## config.mk

```make
export PLATFORM = sky130hd
export DESIGN_NAME = sdram_init_top
export DESIGN_NICKNAME = d
export VERILOG_FILES = /design/src/rtl/sdram_init_pkg.sv /design/src/rtl/sdram_init_ctrl.sv /design/src/rtl/sdram_init_dp.sv /design/src/rtl/sdram_init_top.sv
export SDC_FILE = /design/constraint.sdc
export NUM_CORES = 1
export LEC_CHECK = 0
export BUFFER_PORTS_ARGS = -buffer_cell sky130_fd_sc_hd__buf_2
export CAP_MARGIN = 0
export CORE_UTILIZATION = 57
export DETAILED_ROUTE_END_ITERATION = 16
export PLACE_DENSITY = 0.86
export SETUP_SLACK_MARGIN = 0.15
export SLEW_MARGIN = 20
export SYNTH_ARGS = -nofsm -noshare
export SYNTH_HDL_FRONTEND = slang
export SYNTH_SLANG_ARGS = --single-unit
```

## constraint.sdc

```tcl
create_clock -name clk -period 2.4 [get_ports clk]
set_input_delay 0 -clock clk [delete_from_list [all_inputs] [get_ports clk]]
set_output_delay 0 -clock clk [all_outputs]
set_load 0.01 [all_outputs]
```

## src/rtl/sdram_init_pkg.sv

```systemverilog
package sdram_init_pkg;

  typedef enum logic [3:0] {
    S_IDLE, S_PWRUP, S_PRE, S_WAIT_RP, S_AREF, S_WAIT_RC, S_LMR, S_WAIT_MRD, S_READY
  } seqState_e;

  typedef enum logic [1:0] { C_NOP, C_PRE, C_REF, C_LMR } cmdSel_e;

  typedef enum logic [1:0] { W_PWR, W_RP, W_RC, W_MRD } waitSel_e;

  typedef struct packed {
    logic     ckeOn;
    cmdSel_e  cmd;
    logic     loadWait;
    waitSel_e waitSel;
    logic     decWait;
    logic     armRefs;
    logic     decRefs;
    logic     startTimer;
    logic     runTimer;
  } ctrlStrobe_t;

  // {rasN, casN, weN} for each command
  localparam logic [2:0] RCW_NOP = 3'b111;
  localparam logic [2:0] RCW_PRE = 3'b010;
  localparam logic [2:0] RCW_REF = 3'b001;
  localparam logic [2:0] RCW_LMR = 3'b000;

endpackage

```

## src/rtl/sdram_init_ctrl.sv

```systemverilog
module sdram_init_ctrl
  import sdram_init_pkg::*;
(
  input  logic        clk,
  input  logic        rst_n,
  input  logic        start,
  input  logic        waitZero,
  input  logic        refsZero,
  output ctrlStrobe_t stb,
  output logic        ready
);

  seqState_e state, nextState;

  always_ff @(posedge clk or negedge rst_n) begin
    if (!rst_n) state <= S_IDLE;
    else        state <= nextState;
  end

  always_comb begin
    nextState = state;
    stb       = '0;
    stb.cmd   = C_NOP;
    stb.waitSel = W_PWR;
    unique case (state)
      S_IDLE: if (start) begin
        nextState   = S_PWRUP;
        stb.ckeOn   = 1'b1;
        stb.loadWait = 1'b1;
        stb.waitSel = W_PWR;
      end
      S_PWRUP: begin
        if (waitZero) nextState = S_PRE;
        else          stb.decWait = 1'b1;
      end
      S_PRE: begin
        stb.cmd      = C_PRE;
        stb.loadWait = 1'b1;
        stb.waitSel  = W_RP;
        stb.armRefs  = 1'b1;
        nextState    = S_WAIT_RP;
      end
      S_WAIT_RP, S_WAIT_RC: begin
        if (waitZero) nextState = refsZero ? S_LMR : S_AREF;
        else          stb.decWait = 1'b1;
      end
      S_AREF: begin
        stb.cmd      = C_REF;
        stb.loadWait = 1'b1;
        stb.waitSel  = W_RC;
        stb.decRefs  = 1'b1;
        nextState    = S_WAIT_RC;
      end
      S_LMR: begin
        stb.cmd      = C_LMR;
        stb.loadWait = 1'b1;
        stb.waitSel  = W_MRD;
        nextState    = S_WAIT_MRD;
      end
      S_WAIT_MRD: begin
        if (waitZero) begin
          nextState      = S_READY;
          stb.startTimer = 1'b1;
        end else begin
          stb.decWait = 1'b1;
        end
      end
      S_READY: stb.runTimer = 1'b1;
      default: nextState = S_IDLE;
    endcase
  end

  assign ready = (state == S_READY);

endmodule

```

## src/rtl/sdram_init_dp.sv

```systemverilog
module sdram_init_dp
  import sdram_init_pkg::*;
#(
  parameter int DELAY_W  = 16,
  parameter int CNT_W    = 4,
  parameter int REFP_W   = 24,
  parameter int ADDR_W   = 13,
  parameter int TRP_CYC  = 3,
  parameter int TRC_CYC  = 7,
  parameter int TMRD_CYC = 2,
  parameter int MARGIN   = 20
) (
  input  logic                clk,
  input  logic                rst_n,
  input  ctrlStrobe_t         stb,
  input  logic [1:0]          casLat,
  input  logic [3:0]          rowBits,
  input  logic [DELAY_W-1:0]  pwrDelay,
  input  logic [CNT_W-1:0]    initRefreshes,
  input  logic [REFP_W-1:0]   refPeriod,
  output logic                waitZero,
  output logic                refsZero,
  output logic                cke,
  output logic                csN,
  output logic                rasN,
  output logic                casN,
  output logic                weN,
  output logic [ADDR_W-1:0]   addr,
  output logic [1:0]          ba,
  output logic                refreshReq
);

  localparam logic [DELAY_W-1:0] RP_LOAD  = DELAY_W'(TRP_CYC - 2);
  localparam logic [DELAY_W-1:0] RC_LOAD  = DELAY_W'(TRC_CYC - 2);
  localparam logic [DELAY_W-1:0] MRD_LOAD = DELAY_W'(TMRD_CYC - 1);
  localparam logic [REFP_W-1:0]  MARGIN_V = REFP_W'(MARGIN);
  localparam int                 PRE_BIT  = 10;

  logic [DELAY_W-1:0] waitCnt, waitLoad;
  logic [CNT_W-1:0]   refsLeft;
  logic [REFP_W-1:0]  refTimer, interval, reload;
  logic [3:0]         rowEff;
  logic [2:0]         rcwNext;
  logic [ADDR_W-1:0]  modeWord, addrNext;

  // wait counter shared by all sequence gaps
  always_comb begin
    unique case (stb.waitSel)
      W_PWR:   waitLoad = pwrDelay;
      W_RP:    waitLoad = RP_LOAD;
      W_RC:    waitLoad = RC_LOAD;
      default: waitLoad = MRD_LOAD;
    endcase
  end

  always_ff @(posedge clk or negedge rst_n) begin
    if (!rst_n)            waitCnt <= '0;
    else if (stb.loadWait) waitCnt <= waitLoad;
    else if (stb.decWait)  waitCnt <= waitCnt - 1'b1;
  end
  assign waitZero = (waitCnt == '0);

  always_ff @(posedge clk or negedge rst_n) begin
    if (!rst_n)           refsLeft <= '0;
    else if (stb.armRefs) refsLeft <= initRefreshes;
    else if (stb.decRefs) refsLeft <= refsLeft - 1'b1;
  end
  assign refsZero = (refsLeft == '0);

  // mode word: BL1, sequential, CAS from config, standard, single write
  always_comb begin
    modeWord      = '0;
    modeWord[6:4] = (casLat == 2'd3) ? 3'b011 : 3'b010;
    modeWord[9]   = 1'b1;
  end

  always_comb begin
    addrNext = '0;
    unique case (stb.cmd)
      C_PRE:   begin rcwNext = RCW_PRE; addrNext[PRE_BIT] = 1'b1; end
      C_REF:   rcwNext = RCW_REF;
      C_LMR:   begin rcwNext = RCW_LMR; addrNext = modeWord; end
      default: rcwNext = RCW_NOP;
    endcase
  end

  always_ff @(posedge clk or negedge rst_n) begin
    if (!rst_n) begin
      cke <= 1'b0;
      {rasN, casN, weN} <= RCW_NOP;
      addr <= '0;
    end else begin
      if (stb.ckeOn) cke <= 1'b1;
      {rasN, casN, weN} <= rcwNext;
      addr <= addrNext;
    end
  end

  assign csN = 1'b0;
  assign ba  = 2'b00;

  // refresh interval timer
  always_comb begin
    if (rowBits < 4'd11)      rowEff = 4'd11;
    else if (rowBits > 4'd13) rowEff = 4'd13;
    else                      rowEff = rowBits;
    interval = refPeriod >> rowEff;
    reload   = (interval > MARGIN_V) ? interval - MARGIN_V : '0;
  end

  always_ff @(posedge clk or negedge rst_n) begin
    if (!rst_n) begin
      refTimer   <= '0;
      refreshReq <= 1'b0;
    end else begin
      refreshReq <= 1'b0;
      if (stb.startTimer) begin
        refTimer <= reload;
      end else if (stb.runTimer) begin
        if (refTimer == '0) begin
          refTimer   <= reload;
          refreshReq <= 1'b1;
        end else begin
          refTimer <= refTimer - 1'b1;
        end
      end
    end
  end

endmodule

```

## src/rtl/sdram_init_top.sv

```systemverilog
module sdram_init_top
  import sdram_init_pkg::*;
#(
  parameter int DELAY_W  = 16,
  parameter int CNT_W    = 4,
  parameter int REFP_W   = 24,
  parameter int ADDR_W   = 13,
  parameter int TRP_CYC  = 3,
  parameter int TRC_CYC  = 7,
  parameter int TMRD_CYC = 2,
  parameter int MARGIN   = 20
) (
  input  logic               clk,
  input  logic               rst_n,
  input  logic               start,
  input  logic [1:0]         casLat,
  input  logic [3:0]         rowBits,
  input  logic [DELAY_W-1:0] pwrDelay,
  input  logic [CNT_W-1:0]   initRefreshes,
  input  logic [REFP_W-1:0]  refPeriod,
  output logic               cke,
  output logic               csN,
  output logic               rasN,
  output logic               casN,
  output logic               weN,
  output logic [ADDR_W-1:0]  addr,
  output logic [1:0]         ba,
  output logic               ready,
  output logic               refreshReq
);

  ctrlStrobe_t stb;
  logic        waitZero, refsZero;

  sdram_init_ctrl u_ctrl (
    .clk(clk), .rst_n(rst_n), .start(start),
    .waitZero(waitZero), .refsZero(refsZero),
    .stb(stb), .ready(ready)
  );

  sdram_init_dp #(
    .DELAY_W(DELAY_W), .CNT_W(CNT_W), .REFP_W(REFP_W), .ADDR_W(ADDR_W),
    .TRP_CYC(TRP_CYC), .TRC_CYC(TRC_CYC), .TMRD_CYC(TMRD_CYC), .MARGIN(MARGIN)
  ) u_dp (
    .clk(clk), .rst_n(rst_n), .stb(stb),
    .casLat(casLat), .rowBits(rowBits), .pwrDelay(pwrDelay),
    .initRefreshes(initRefreshes), .refPeriod(refPeriod),
    .waitZero(waitZero), .refsZero(refsZero),
    .cke(cke), .csN(csN), .rasN(rasN), .casN(casN), .weN(weN),
    .addr(addr), .ba(ba), .refreshReq(refreshReq)
  );

endmodule

```

==> Word level (Yosys, flattened, before mapping) <==
Cells that the tools add are included.
W data, S select, Z words.
{ "word_totals": {"reg_bits": 64, "output_inout_bits": 22, "elab_cells": 83} }
{ "op_classes": {"add_sub_neg": 4, "order_cmp": 3, "n_eq_ne": 17, "shift": 1, "muxes": 36, "bitwise_logic": 1, "n_reduce_logical": 11} }
{ "ops": {"columns": ["op", "n"], "rows": [
  ["$mux W24", 4],
  ["$mux W16", 2],
  ["$mux W4", 8],
  ["$pmux W16 S2", 1],
  ["$pmux W4 S8", 1],
  ["$gt A24 B5 Y1 const B", 1],
  ["$logic_not A24 Y1", 1],
  ["$shr A24 B4 Y24", 1],
  ["$sub A24 B1 Y24 const B", 1],
  ["$sub A24 B5 Y24 const B", 1],
  ["$eq A4 B3 Y1 const B", 4],
  ["$logic_not A16 Y1", 1],
  ["$sub A16 B1 Y16 const B", 1],
  ["$mux W1", 14],
  ["$pmux W3 S4", 1],
  ["$mux W10", 1],
  ["$pmux W3 S3", 1],
  ["$eq A2 B2 Y1 const B", 4],
  ["$eq A4 B2 Y1 const B", 2],
  ["$logic_not A4 Y1", 2],
  ["$ne A2 B1 Y1 const B", 3],
  ["$pmux W2 S3", 1],
  ["$reduce_bool A2 Y1", 3],
  ["$reduce_and A5 Y1", 1],
  ["13 further kinds", 13]
]} }

==> Depth between registers and ports, before layout <==
Gate-level depths: netlist (run 1).
{ "depth": {"depth_word": 9, "ltp_mapped": 10} }

==> Hierarchy <==
Synthesis (run 1) repeated with hierarchy kept, for this count alone.
{ "hier_totals": {"cells_unflattened": 496, "hier_area_um2": 3965.1} }
{ "by_module_without_submodules": {"columns": ["module", "instances", "cells_per_inst", "area_each_um2"], "rows": [
  ["sdram_init_dp", 1, 464, 3677.3],
  ["sdram_init_ctrl", 1, 32, 287.8]
]} }

==> Worst setup path before layout (run 1) <==
No wires, ideal clock.
{ "synth_path": {"kind": "register to register", "start": "register u_dp.waitCnt[0]", "end": "register u_dp.refTimer[5]", "setup_time_ps": 132, "arrival_ps": 1975, "path_slack_ps": 293, "stages_incl_launch_ff": 9, "path_buffers": 1, "synth_period_minus_slack_ps": 2107, "cell_sequence": "dfrtp_1 -> inv_1 -> ha_1 -> nor3b_4 -> nand3_4 -> or4_4 -> buf_6 -> a32oi_2 -> o31ai_2"} }
{ "synth_via": {"elab_chain_cells": 4, "word_cells_on_any_way": 5} }
{ "synth_lines": {"columns": ["element", "line", "text"], "rows": [
  ["start, declared", "sdram_init_dp.sv:39", "logic [DELAY_W-1:0] waitCnt, waitLoad;"],
  ["start signal, assigned", "sdram_init_dp.sv:58", "else if (stb.loadWait) waitCnt <= waitLoad;"],
  ["start signal, assigned", "sdram_init_dp.sv:59", "else if (stb.decWait) waitCnt <= waitCnt - 1'b1;"],
  ["$logic_not A16 Y1 (*)", "sdram_init_dp.sv:61", "assign waitZero = (waitCnt == '0);"],
  ["$mux W1 (*)", "sdram_init_ctrl.sv:61", "if (waitZero) begin"],
  ["$mux W1 (*)", "sdram_init_ctrl.sv:25", "unique case (state)"],
  ["$mux W24 / $reduce_bool A2 Y1 (equally long branches)", null, null],
  ["end signal, assigned", "sdram_init_dp.sv:118", "refTimer <= reload;"],
  ["end signal, assigned", "sdram_init_dp.sv:121", "refTimer <= reload;"],
  ["end signal, assigned", "sdram_init_dp.sv:124", "refTimer <= refTimer - 1'b1;"],
  ["end, declared", "sdram_init_dp.sv:41", "logic [REFP_W-1:0] refTimer, interval, reload;"]
]} }
Every way passes the cells marked *; elsewhere a longest branch is shown, timed or not.
A chain may end at the register's enable or synchronous reset.

==> Final worst setup path (run 1) <==
{ "layout_path": {"start": "register u_dp.waitCnt[0]", "end": "register u_dp.waitCnt[5]"} }
{ "layout_via": {"elab_chain_cells": 4, "word_cells_on_any_way": 7} }
{ "layout_lines": {"columns": ["element"], "rows": [
  ["branches (longest 4 deep; another with $sub A16 B1 Y16)"]
]} }
Parallel ways; which one is timed is not known. The select of a mux whose other input is x is not followed.

==> key figures, run 1 <==
Placed design
  • Detailed placement HPWL: 7.47 mm
  • Inst Count DP: 653
  • GP Congestion: 0.875
  • Post-Place Worst Slack: 51.0 ps
  • PortBufs: 51

Final layout
  • Share of cells above drive strength 1: 27.2%
  • ANT cells: 0
  • Register area: 1410 um^2
  • Multi-input logic area: 2670 um^2
  • Area growth from synthesis to layout: 23.6%
  • Most common cell after layout, fill and taps aside: dfrtp_1
  • Util after Layout: 74.3%
  • Commonest cells after routing, fill and taps aside: 53 x dfrtp_1, 51 x buf_2, 48 x o21ai_0
  • Number of fill cells in the layout: 508
  • Non-Filler Instances: 696
  • Final nets: 658

Timing
  • Final Hold Vio Count: 1
  • F_max: 429 MHz
  • Slew Limit Headroom: 52.2%
  • Fraction of the cycle the final worst path needs: 97.2%
  • Total Neg Setup Slack: 0 ps
  • Final WS setup: 67.2 ps
  • Final Max Tran Viols: 0
  • Worst-Margin Slew: 716 ps
  • Final setup violation count: 0
  • Hold Slack: -3.01 ps
  • RSZ-0062 raised after global routing: yes
  • Clock Skews: 17.6 ps
  • Tmin final: 2330 ps

Yosys
  • Number of synthesized register bits: 56
  • Synth Area per Inst: 8.20 um^2
  • Ys flop type: dfrtp_1
  • Synth warn: 0
  • Register area share after synthesis: 33.9%
  • Unique masters post-synth: 83
  • Async set or reset register ratio after synthesis: 100%
  • Cells after synthesis: 506
  • Number of flops mapped to enable cells by yosys: 0
  • Cell area after synthesis: 4150 um^2

Worst setup path
  • FF-to-FF setup slack: 70 ps
  • Crit end category: flip-flop
  • Setup crit start: u_dp.waitCnt[0]
  • Critical path arrival: 2590 ps
  • Worst r2r dst: u_dp.waitCnt[5]
  • RR Startpoint: u_dp.waitCnt[0]
  • Worst Path Max Fanout: 5
  • Crit Path Category: reg2reg
  • Worst reg2reg path depth: 11
  • Req. time, crit path: 2650 ps
  • Worst setup SP type: flip-flop

Route
  • Vias: 4668
  • First-pass DRT Iterations: 6
  • Vias/cell: 6.71
  • # DRC: 0
  • Total wire length: 13.0 mm
  • Antenna viol nets, final: 0
  • Post-DR wirelength/cell: 18.7 um
  • Starting DRT DRC Count: 566

Global routing
  • Total grt overflow: 0
  • Largest net degree at the start of global routing: 57
  • First-pass GRT wire length: 19.0 mm
  • Vias in the first global route: 4120
  • Initial antenna violation count: 0
  • GRT Total Usage: 31.8%

Run status
  • Violated checks: hold timing
  • Status: finished with violations

Power
  • Pwr dens: 575 nW/um^2
  • Maximum VDD drop: 467 uV
  • P_leak: 2.12 nW

CTS
  • TritonCTS clock tree: done
  • Root buffer cell: clkbuf_8
  • Clk sink count: 56
  • Clock transition at path regs: 120 ps
  • H-tree lvl count: 2
  • Clock latency on the worst-skew pair: 320 ps
  • Clock buffer count from CTS: 5
  • Clk buf depth: 2

Die
  • Die height: 87.3 um
  • Die Wd: 87.3 um
  • Initial Util: 60.1%
  • Core ar.: 6910 um^2
  • Top Ports: 75
  • Number of placement rows: 30
  • DIE AREA: 7630 um^2

Worst hold path
  • Hold depth: 3
  • Min-Delay Path Class: in2reg
  • Hold endpoint: u_dp.waitCnt[9]
  • Hold_sp: pwrDelay[9]

Run
  • Max_cap viols: 0
how the worst max path moves through the flow:
| stage | end | slack (ps) | depth (start not counted) |
|---|---|---|---|
| 6_report | u_dp.waitCnt[5] | 70 | 11 |
| 4_1_cts | u_dp.waitCnt[15] | 120 | 10 |
| 2_1_floorplan | u_dp.refTimer[5] | 290 | 8 |
| 3_3_place_gp | u_dp.refTimer[12] | 180 | 8 |
| 5_1_grt | u_dp.waitCnt[5] | -50 | 11 |
| 3_5_place_dp | u_dp.refTimer[10] | 50 | 8 |
stage by stage:
| stage | instance area, um^2 | power, mW |
|---|---|---|
| 6_report | 5130 | 2.95 |
| 5_1_grt | 5130 | 3.06 |
| 4_1_cts | 4840 | 2.65 |
| 3_5_place_dp | 4530 | 2.08 |
| 3_3_place_gp | 4530 | 2.02 |
| 2_1_floorplan | 4190 | 1.85 |
final cells by class:
type | count | share of cell area (%)
Clock buffer | 6 | 1.41
Clock inverter | 2 | 0.317
Inverter | 17 | 1.24
Multi-Input combinational cell | 408 | 52.0
Sequential cell | 56 | 27.4
Tap cell | 96 | 2.34
Timing Repair Buffer | 110 | 15.1
Timing Repair inverter | 1 | 0.146
metal layers:
layer	share of wire [%]	global-route usage, %	up-vias
met5	0	0	-
li1	-	-	2056
met4	6.1	21.3	0
met2	46	53.0	399
met1	38	38.2	2129
met3	10	4.36	84
cells by family (layout without fill, tap and decap cells):
group / after synthesis / count (layout) / share of synthesized area (%)
buffers and inverters: 53 / 136 / 6.99
flip-flops: 56 / 56 / 33.9
other: 1 / 12 / 0.0904
AO/OA/AOI/OAI: 179 / 179 / 26.7
XOR/XNOR: 9 / 9 / 1.90
AND/OR/NAND/NOR: 198 / 198 / 27.7
adder cells (fa/ha/maj): 6 / 6 / 1.81
multiplexers: 4 / 4 / 0.965
registers in the layout (all words and copies together) (netlist names):
register	flops
u_ctrl.state	4
u_dp.addr	3
u_dp.casN	1
u_dp.cke	1
u_dp.rasN	1
u_dp.refTimer	24
u_dp.refreshReq	1
u_dp.refsLeft	4
u_dp.waitCnt	16
u_dp.weN	1
power breakdown:
part	leakage [nW]	internal (mW)	total [mW]	switching (mW)
clock network	0.0414	0.209	0.551	0.342
logic	1.45	0.450	1.05	0.598
registers	0.636	1.09	1.35	0.260
total	2.12	1.75	2.95	1.20
worst max-delay path, cell delays in order (launching register included):
cell     delay, ps
dfrtp_1        420
inv_2          110
ha_4           130
nor3b_4        270
buf_4          190
nand4_1        160
nor3b_4        240
buf_6          140
buf_4          140
a31oi_1        210
a21oi_1         90
nor2_1         160
cells in the mapped netlist (all sizes together), types with 3 or more instances:
| cell | number | area (um^2) |
|---|---|---|
| a31oi | 11 | 68.8 |
| nand3 | 22 | 133 |
| or4 | 4 | 33.8 |
| o31ai | 5 | 42.5 |
| a21oi | 50 | 250 |
| and2 | 5 | 32.5 |
| nand2b | 3 | 18.8 |
| mux2i | 4 | 40.0 |
| nor2b | 4 | 25.0 |
| dfrtp | 53 | 1330 |
| a211oi | 4 | 30.0 |
| and3 | 7 | 45.1 |
| a32oi | 3 | 33.8 |
| a22oi | 6 | 45.0 |
| o21a | 3 | 22.5 |
| inv | 16 | 60.1 |
| or3 | 5 | 31.3 |
| a21boi | 3 | 22.5 |
| nand4 | 5 | 37.5 |
| nor3 | 23 | 120 |
| dfstp | 3 | 78.8 |
| nor3b | 3 | 33.8 |
| xor2 | 5 | 43.8 |
| a31o | 4 | 35.0 |
| a21o | 5 | 37.5 |
| nor4 | 19 | 189 |
| buf | 25 | 171 |
| or3b | 5 | 43.8 |
| o21ai | 58 | 305 |
| or2 | 6 | 37.5 |
| o22ai | 10 | 62.6 |
| nor2 | 43 | 174 |
| xnor2 | 4 | 35.0 |
| clkbuf | 11 | 55.1 |
| nand2 | 39 | 149 |
| ha | 6 | 75.1 |
what timing repair did:
item                       CTS  global route
cloned                       0             1
hold buffers                20             0
buffers inserted             2            12
setup endpoints to repair   12            40
gates resized for setup      2            40
hold endpoints to repair    71             0
pin swaps                    1            10
Power figures use the tool's default switching activity.
==> run 2: changes to the inputs <==
--- a/config.mk
+++ b/config.mk
@@ -7,9 +7,9 @@
 export LEC_CHECK = 0
 export BUFFER_PORTS_ARGS = -buffer_cell sky130_fd_sc_hd__buf_2
 export CAP_MARGIN = 0
-export CORE_UTILIZATION = 57
+export CORE_UTILIZATION = 60
 export DETAILED_ROUTE_END_ITERATION = 16
-export PLACE_DENSITY = 0.86
+export PLACE_DENSITY = 0.9
 export SETUP_SLACK_MARGIN = 0.15
 export SLEW_MARGIN = 20
 export SYNTH_ARGS = -nofsm -noshare
==> constraint.sdc (replaced) <==
create_clock -name clk -period 2.9 [get_ports clk]
set_input_delay 0 -clock clk [delete_from_list [all_inputs] [get_ports clk]]
set_output_delay 0 -clock clk [all_outputs]
set_load 0.01 [all_outputs]
==> run 2 against run 1 <==
The run now ends clean. Combinational power shrank 41%. Global-route usage down 0.44 points. Register-to-register slack improved by 330 ps. Die area decreased by 4.9%. Clock power decreased by 3%. Critical path depth down 1. Largest power group unchanged.
==> key figures, run 2 (same netlist as run 1, synthesis figures left out) <==
Die
  • Die height: 85.2 um
  • Die Wd: 85.2 um
  • Core ar.: 6490 um^2
  • Top Ports: 75
  • Number of placement rows: 29
  • Initial Util: 63.9%
  • DIE AREA: 7250 um^2

Timing
  • Clock Skews: 9.26 ps
  • Final WS setup: 399 ps
  • Final Max Tran Viols: 0
  • Final setup violation count: 0
  • Final Hold Vio Count: 0
  • Tmin final: 2500 ps
  • RSZ-0062 raised after global routing: no
  • F_max: 400 MHz
  • Total Neg Setup Slack: 0 ps
  • Fraction of the cycle the final worst path needs: 86.3%
  • Worst-Margin Slew: 865 ps
  • Slew Limit Headroom: 42.4%

Worst setup path
  • Critical path arrival: 2720 ps
  • CP max stage delay: 410 ps
  • Crit-path slowest cell: dfrtp_1
  • RR Startpoint: u_dp.waitCnt[0]
  • Worst reg2reg path depth: 10
  • Crit path depth: 10
  • Worst setup SP type: flip-flop
  • Setup crit start: u_dp.waitCnt[0]
  • Crit end category: flip-flop
  • FF-to-FF setup slack: 400 ps
  • Worst path bufs/invs: 3
  • Crit Path Category: reg2reg
  • CP Capture Point: u_dp.waitCnt[12]
  • Worst r2r dst: u_dp.waitCnt[12]
  • Worst Path Max Fanout: 12
  • CP delay by family, top: simple AND/OR/NAND/NOR gates
  • CP Cell Sequence: inv_1, ha_1, nor3b_4, nand4_1, nor3b_1, buf_4, nor2_2, inv_1, a21oi_1, a21oi_1
  • Req. time, crit path: 3120 ps

Final layout
  • Commonest cells after routing, fill and taps aside: 53 x dfrtp_1, 51 x buf_2, 50 x a21oi_1
  • Area growth from synthesis to layout: 13.0%
  • Final nets: 626
  • Most common cell after layout, fill and taps aside: dfrtp_1
  • Non-Filler Instances: 645
  • ANT cells: 0
  • Largest register FFs: 24
  • Top reg by flops: u_dp.refTimer
  • Share of cells above drive strength 1: 19.2%
  • Top Registers: u_dp.refTimer (24), u_dp.waitCnt (16)

Power
  • Pwr dens: 482 nW/um^2
  • Maximum VDD drop: 370 uV
  • P_leak: 1.94 nW

Route
  • Antenna viol nets, final: 0
  • Starting DRT DRC Count: 412
  • First-pass DRT Iterations: 5
  • Vias: 4369
  • Total wire length: 10.9 mm
  • Post-DR wirelength/cell: 16.9 um
  • Vias/cell: 6.77
  • # DRC: 0

Placed design
  • Detailed placement HPWL: 7.43 mm
  • Inst Count DP: 617
  • GP Congestion: 0.922
  • PortBufs: 51
  • Post-Place Worst Slack: 353 ps

Global routing
  • Vias in the first global route: 4050
  • Initial antenna violation count: 0
  • GRT Total Usage: 31.3%
  • Largest net degree at the start of global routing: 40
  • First-pass GRT wire length: 18.5 mm
  • Total grt overflow: 0

CTS
  • H-tree lvl count: 2
  • Clock transition at path regs: 110 ps
  • TritonCTS clock tree: done
  • Clk sink count: 56
  • Root buffer cell: clkbuf_8
  • Post-CTS Setup Bufs: 0
  • Clk buf depth: 2
  • Clock buffer count from CTS: 5
  • Clock latency on the worst-skew pair: 320 ps

Run status
  • Status: finished clean

Run
  • Max_cap viols: 0

Worst hold path
  • Min-Delay Path Class: in2reg
## run 2: routing by layer
layer  up-vias  track usage, %  wire length (um)
met1      2074            39.8              4410
met5         -               0                 0
met4         0            13.6               308
met2       260            54.3              5340
met3        40            3.50               819
li1       1995               -                 -
## run 2: power breakdown
part / internal [mW] / switching [mW] / leakage, nW
Combinational: 0.268 / 0.353 / 1.25
Clock: 0.262 / 0.276 / 0.0558
Sequential: 0.902 / 0.201 / 0.636
## run 2: repair_timing
item / CTS / global route
endpoints found under the setup margin: 0 / 10
resized for setup: 0 / 1
endpoints found under the hold margin: 53 / 0
hold buffers: 20 / 0
## run 2: layout make-up
cell class,count,area [um^2]
Multi-Input combinational cell,408,2500
Fill cell,460,1800
Clock inverter,2,38.8
Tap cell,77,96.3
Inverter,17,63.8
Timing Repair Buffer,79,515
Clock buffer,6,72.6
Sequential cell,56,1410
## run 2: how the worst min path moves through the flow
stage	from	endpoint	slack, ps	cells past startpoint
6_report	pwrDelay[9]	u_dp.waitCnt[9]	2	3
5_1_grt	pwrDelay[9]	u_dp.waitCnt[9]	10	3
4_1_cts	pwrDelay[9]	u_dp.waitCnt[9]	2	3
3_5_place_dp	rst_n	u_dp.refTimer[17]	160	1
3_3_place_gp	rst_n	u_dp.refTimer[14]	150	1
2_1_floorplan	rst_n	u_ctrl.state[0]	-300	0
## run 2: worst reg2reg max path, stage by stage, from the launching register on
cell     delay, ps
dfrtp_1        410
inv_1          110
ha_1           180
nor3b_4        320
nand4_1        160
nor3b_1        200
buf_4          210
nor2_2         250
inv_1          270
a21oi_1        220
a21oi_1         70
## run 2: through the flow
step | power [mW] | utilization, % | cell area [um^2] | hold WS (ps)
2_1_floorplan | 1.53 | - | 4190 | -296
3_3_place_gp | 1.65 | 67.4 | 4380 | 152
3_5_place_dp | 1.69 | 67.4 | 4380 | 161
4_1_cts | 2.23 | 72.2 | 4690 | 2.03
5_1_grt | 2.38 | 72.2 | 4690 | 11.8
6_report | 2.26 | 72.2 | 4690 | 1.50
